$ cat config.mk
export PLATFORM = sky130hd
export DESIGN_NAME = rtc_sec_prescaler
export DESIGN_NICKNAME = d
export VERILOG_FILES = /design/src/rtl/rtc_presc_pkg.sv /design/src/rtl/rtc_tick_sync.sv /design/src/rtl/rtc_presc_core.sv /design/src/rtl/rtc_sec_prescaler.sv
export SDC_FILE = /design/constraint.sdc
export NUM_CORES = 1
export LEC_CHECK = 0
export BUFFER_PORTS_ARGS = -buffer_cell sky130_fd_sc_hd__buf_2
export CORE_AREA = 2 2 39 41
export CTS_CLUSTER_DIAMETER = 150
export DETAILED_ROUTE_END_ITERATION = 6
export DIE_AREA = 0 0 41 43
export GPL_ROUTABILITY_DRIVEN = 0
export GPL_TIMING_DRIVEN = 0
export PLACE_DENSITY = 0.76
export SLEW_MARGIN = 25
export SYNTH_ARGS = -nofsm -noshare
export SYNTH_HDL_FRONTEND = slang
export SYNTH_SLANG_ARGS = --single-unit
$ cat constraint.sdc
create_clock -name clk_i -period 2 [get_ports clk_i]
set_input_delay 0.1 -clock clk_i [delete_from_list [all_inputs] [get_ports clk_i]]
set_output_delay 0.1 -clock clk_i [all_outputs]
set_load 0.05 [all_outputs]
$ cat src/rtl/rtc_presc_pkg.sv
package rtc_presc_pkg;
  localparam int unsigned PRESC_W_DEF = 6;
  localparam int unsigned SYNC_DEF    = 2;
  localparam int unsigned N_SRC       = 2;
  typedef enum logic {SRC_INT = 1'b0, SRC_EXT = 1'b1} src_e;
endpackage

$ cat src/rtl/rtc_tick_sync.sv
module rtc_tick_sync #(
  parameter int unsigned STAGES = 2
) (
  input  logic clk_i,
  input  logic rst_ni,
  input  logic raw_i,
  output logic rise_o
);
  logic [STAGES:0] sh_q;

  always_ff @(posedge clk_i or negedge rst_ni) begin
    if (!rst_ni) sh_q <= '0;
    else         sh_q <= {sh_q[STAGES-1:0], raw_i};
  end

  assign rise_o = sh_q[STAGES-1] & ~sh_q[STAGES];

  AST_RISE_SINGLE: assert property (@(posedge clk_i) disable iff (!rst_ni)
    rise_o |=> !rise_o);
endmodule

$ cat src/rtl/rtc_presc_core.sv
module rtc_presc_core #(
  parameter int unsigned W = 6
) (
  input  logic         clk_i,
  input  logic         rst_ni,
  input  logic         step_i,
  input  logic         stop_i,
  output logic [W-1:0] cnt_o,
  output logic         wrap_o
);
  localparam logic [W-1:0] MAX_V  = {W{1'b1}};
  localparam logic [W-1:0] HALF_V = W'(1) << (W - 1);

  logic [W-1:0] cnt_q, cnt_d;
  logic         held_q, held_d, wrap_q, wrap_d;

  always_comb begin
    cnt_d  = cnt_q;
    held_d = held_q;
    wrap_d = 1'b0;
    if (stop_i) begin
      cnt_d  = '0;
      held_d = 1'b1;
    end else if (held_q) begin
      // restart at half range so the first strobe comes after half a period
      cnt_d  = HALF_V + W'(step_i);
      held_d = 1'b0;
    end else if (step_i) begin
      cnt_d  = cnt_q + W'(1);
      wrap_d = (cnt_q == MAX_V);
    end
  end

  always_ff @(posedge clk_i or negedge rst_ni) begin
    if (!rst_ni) begin
      cnt_q  <= '0;
      held_q <= 1'b0;
      wrap_q <= 1'b0;
    end else begin
      cnt_q  <= cnt_d;
      held_q <= held_d;
      wrap_q <= wrap_d;
    end
  end

  assign cnt_o  = cnt_q;
  assign wrap_o = wrap_q;

  AST_STOP_ZERO: assert property (@(posedge clk_i) disable iff (!rst_ni)
    stop_i |=> (cnt_o == '0) && !wrap_o);
  AST_RELEASE_HALF: assert property (@(posedge clk_i) disable iff (!rst_ni)
    (!stop_i && held_q) |=> cnt_o == HALF_V + W'($past(step_i)));
  AST_STEP_ONE: assert property (@(posedge clk_i) disable iff (!rst_ni)
    (step_i && !stop_i && !held_q) |=> cnt_o == $past(cnt_o) + W'(1));
  AST_IDLE_STABLE: assert property (@(posedge clk_i) disable iff (!rst_ni)
    (!step_i && !stop_i && !held_q) |=> $stable(cnt_o));
endmodule

$ cat src/rtl/rtc_sec_prescaler.sv
module rtc_sec_prescaler
  import rtc_presc_pkg::*;
#(
  parameter int unsigned PRESC_W     = PRESC_W_DEF,
  parameter int unsigned SYNC_STAGES = SYNC_DEF
) (
  input  logic               clk_i,
  input  logic               rst_ni,
  input  logic               tick_int_i,
  input  logic               tick_ext_i,
  input  logic               test_mode_i,
  input  logic               stop_i,
  output logic               sec_inc_o,
  output logic [PRESC_W-1:0] presc_o
);
  logic [N_SRC-1:0] raw, rise;
  logic             step;
  src_e             sel;

  assign raw = {tick_ext_i, tick_int_i};

  for (genvar g = 0; g < N_SRC; g++) begin : g_src
    rtc_tick_sync #(.STAGES(SYNC_STAGES)) u_sync (
      .clk_i  (clk_i),
      .rst_ni (rst_ni),
      .raw_i  (raw[g]),
      .rise_o (rise[g])
    );
  end

  // source switch is not aligned: both paths are edge-detected independently
  assign sel  = test_mode_i ? SRC_EXT : SRC_INT;
  assign step = rise[sel];

  rtc_presc_core #(.W(PRESC_W)) u_core (
    .clk_i  (clk_i),
    .rst_ni (rst_ni),
    .step_i (step),
    .stop_i (stop_i),
    .cnt_o  (presc_o),
    .wrap_o (sec_inc_o)
  );

  AST_INC_PULSE: assert property (@(posedge clk_i) disable iff (!rst_ni)
    sec_inc_o |=> !sec_inc_o);
  AST_INC_AT_WRAP: assert property (@(posedge clk_i) disable iff (!rst_ni)
    sec_inc_o |-> (presc_o == '0) && ($past(presc_o) == {PRESC_W{1'b1}}));
  AST_SRC_MASK: assert property (@(posedge clk_i) disable iff (!rst_ni)
    (!rise[sel] && !stop_i && (presc_o != '0)) |=> (presc_o == $past(presc_o)) || (presc_o == {1'b1, {(PRESC_W-1){1'b0}}}));
endmodule

==> impl_metrics.toml <==
[clock_tree]
clk_pin_slew_ps = 90
postCtsResizedCells = 0
cts_tree = "yes"
h-tree-depth = 1
cts-buffers-inserted = 3
cts_root_buffer = "clkbuf_4"
clk_latency_ps = 270
clock_sinks = 14
cts.path.max_buffers = 2

[power]
sequentialPowerShare = 0.549
power-per-cell-area_nw_per_um2 = 747
power_frac_comb = 0.086
switching_share = 0.227
internal_power_mw = 0.421
p_switching_mw = 0.124
finalPower_mw = 0.545
clockPowerShare = 0.364
leakage_nw = 0.337
vdd_drop_max_mv = 0.383

[timing]
relSlewSlack = 0.787
rsz0062_at_grt = "false"
worst_slack_ps = 518
clock.fmax_mhz = 675
worstMarginPinSlew_ps = 318
fin_worst_skew_ps = 7.55
hold_viol = 0
finalCritPeriodShare = 0.741
report.final.slew_viol_count = 0
tns_ps = 0
final-setup-viol-count = 0
period_minus_slack_ps = 1480

[placement]
hpwl_um = 723
pre_cts_ws_ps = 516
port_buffers = 12

[cells_and_area]
layout-drive-gt1-share = 0.269
areaGrowthSynthToFinish_pct = 25.1
finish.net_count = 75
antenna_cells = 0

[floorplanning]
fp.coreArea_um2 = 1380
dieArea_um2 = 1760
io-pin-count = 13
rows = 14
start_util = 0.421
fp.dieW_um = 41
die_height_um = 43

[worst_setup_path]
crit_arrival_ps = 1680
endpoint_kind = "flip-flop"
setup.worst_path.class = "flip-flop to flip-flop"
critPathRequiredTime_ps = 2190
r2r_slack_ps = 520
slowest_delay_ps = 380
cp-start-kind = "flip-flop"
r2r-end = "u_core.cnt_o[5]"
cp_cell_sequence = "or3b_1, buf_6, a211o_1, a221oi_2"
reg2reg_from = "g_src[0].u_sync.sh_q[2]"
rr_worst_depth = 4
path_max_fanout = 9
crit_slowest_cell = "or3b_1"

[grt]
grt_overflow = 0
grt_max_degree = 15
grt_antenna_before_repair = 0
grt_use_total = 0.149
grt_pass1_vias = 415
grt_first_pass_wirelength_um = 1700

[hold_path]
min_from = "stop_i"
hold_path_class = "input port to flip-flop"
min_path_cells = 1
worstHoldEndpoint = "u_core.held_q"

[routing]
routedWlPerCell_um = 12.3
met1_length_um = 477
dr.pass1.iters = 4
viasPerCell = 5.30
routed_wl_um = 1030
num_vias = 440
met2_length_um = 511
drcViolationCount = 0
drt_iter0_drc = 14
met3_wirelength_um = 18
drtAntennaViolNets = 0
routed.top_layer = "met4"

[synth]
yosysSeqAreaShare = 0.601
ys_warn_count = 0
synth_cell_types = 21
syn_nets = 55
synthCells = 48
syn_area_um2 = 583
avgSynthCellArea_um2 = 12.1
synth_seq_cells = 14

[flow_run]
drv_cap = 0

[run_status]
status = "finished, final reports clean"
==> cell usage after synthesis <==
cell | number | area, um2
a21oi_1 | 4 | 20.0
a211o_1 | 1 | 8.76
or3b_1 | 1 | 8.76
nand2b_1 | 1 | 6.26
mux2i_1 | 3 | 30.0
nand3b_1 | 1 | 7.51
nor3b_1 | 1 | 7.51
o21a_1 | 1 | 7.51
a221oi_2 | 1 | 15.0
ha_1 | 1 | 12.5
and3_1 | 2 | 12.5
nor2_1 | 2 | 7.51
nor3_1 | 1 | 5.00
buf_6 | 1 | 11.3
and4_1 | 1 | 8.76
a21boi_1 | 1 | 7.51
nand3_1 | 3 | 15.0
a21boi_0 | 1 | 7.51
nand2_1 | 4 | 15.0
or3_1 | 3 | 18.8
dfrtp_1 | 14 | 350
==> power groups by stage <==
stage          clock network (mW)  registers, mW  logic, mW
6_report                    0.199          0.299     0.0471
5_1_grt                     0.217          0.301     0.0510
4_1_cts                     0.203          0.299     0.0472
3_5_place_dp                    0          0.305     0.0428
3_3_place_gp                    0          0.305     0.0418
2_1_floorplan                   0          0.314     0.0151
==> per-stage QoR <==
| stage | cells | hold slack [ps] | area, um2 | utilization |
|---|---|---|---|---|
| final | 83 | 14.6 | 729 | 0.527 |
| after global routing | 83 | 3.38 | 729 | 0.527 |
| after CTS | 83 | 2.79 | 729 | 0.527 |
| after detailed placement | 76 | 6.82 | 663 | 0.479 |
| after global placement | 76 | 2.16 | 663 | 0.479 |
| after floorplan | 48 | -196 | 583 | - |
==> layout make-up <==
cell class	count	area (um2)
Fill cell	125	654
Sequential cell	14	350
Multi-Input combinational cell	33	221
Timing Repair Buffer	15	90.1
Clock buffer	4	36.3
Tap cell	16	20.0
Buffer	1	11.3
==> placed cells by master (no fill, tap or decap), types with 2 or more instances in the layout <==
cell            n
dfrtp_1        14
buf_2          12
a21oi_1         4
nand2_1         4
nand3_1         3
or3_1           3
mux2i_1         3
clkbuf_4        3
dlygate4sd3_1   3
nor2_1          2
and3_1          2
==> registers in the layout, indices dropped and copies added, names as in the netlist <==
register	flops
g_src.u_sync.sh_q	6
u_core.cnt_o	6
u_core.wrap_o	1
u_core.held_q	1
==> how the worst max path moves through the flow <==
stage | startpoint | to | slack (ps)
after global routing | g_src[0].u_sync.sh_q[2] | u_core.cnt_o[5] | 450
after CTS | g_src[0].u_sync.sh_q[2] | u_core.cnt_o[5] | 510
after floorplan | g_src[0].u_sync.sh_q[2] | u_core.cnt_o[5] | 560
final | g_src[0].u_sync.sh_q[2] | u_core.cnt_o[5] | 520
after detailed placement | g_src[0].u_sync.sh_q[2] | u_core.cnt_o[5] | 520
after global placement | g_src[0].u_sync.sh_q[2] | u_core.cnt_o[5] | 520
==> critical path, delay by kind of cell (launching register included) <==
family	cells	cell delay, ps
and+or+nand+nor	1	380
DFF	1	360
buffers and inverters	1	150
AOI/OAI and AO/OA	2	520
==> metal layers <==
metal	vias to the layer above	GRT usage
met5	-	0
met4	0	0.120
met3	2	0.0314
met2	6	0.213
met1	217	0.183
li1	215	-
==> logic make-up (layout without fill, tap and decap cells) <==
group	after synthesis	count (layout)	share of synthesized area
muxes	3	3	0.0515
AOI/OAI and AO/OA	9	9	0.114
and+or+nand+nor	20	20	0.193
adders and majority gates	1	1	0.0215
DFF	14	14	0.601
buffers and inverters	1	20	0.0193
==> timing repair <==
action,4_1_cts,5_1_grt
setup buffers,0,0
hold buffers,3,0
hold endpoints to repair,16,0
(Power assumes the default switching activity.)
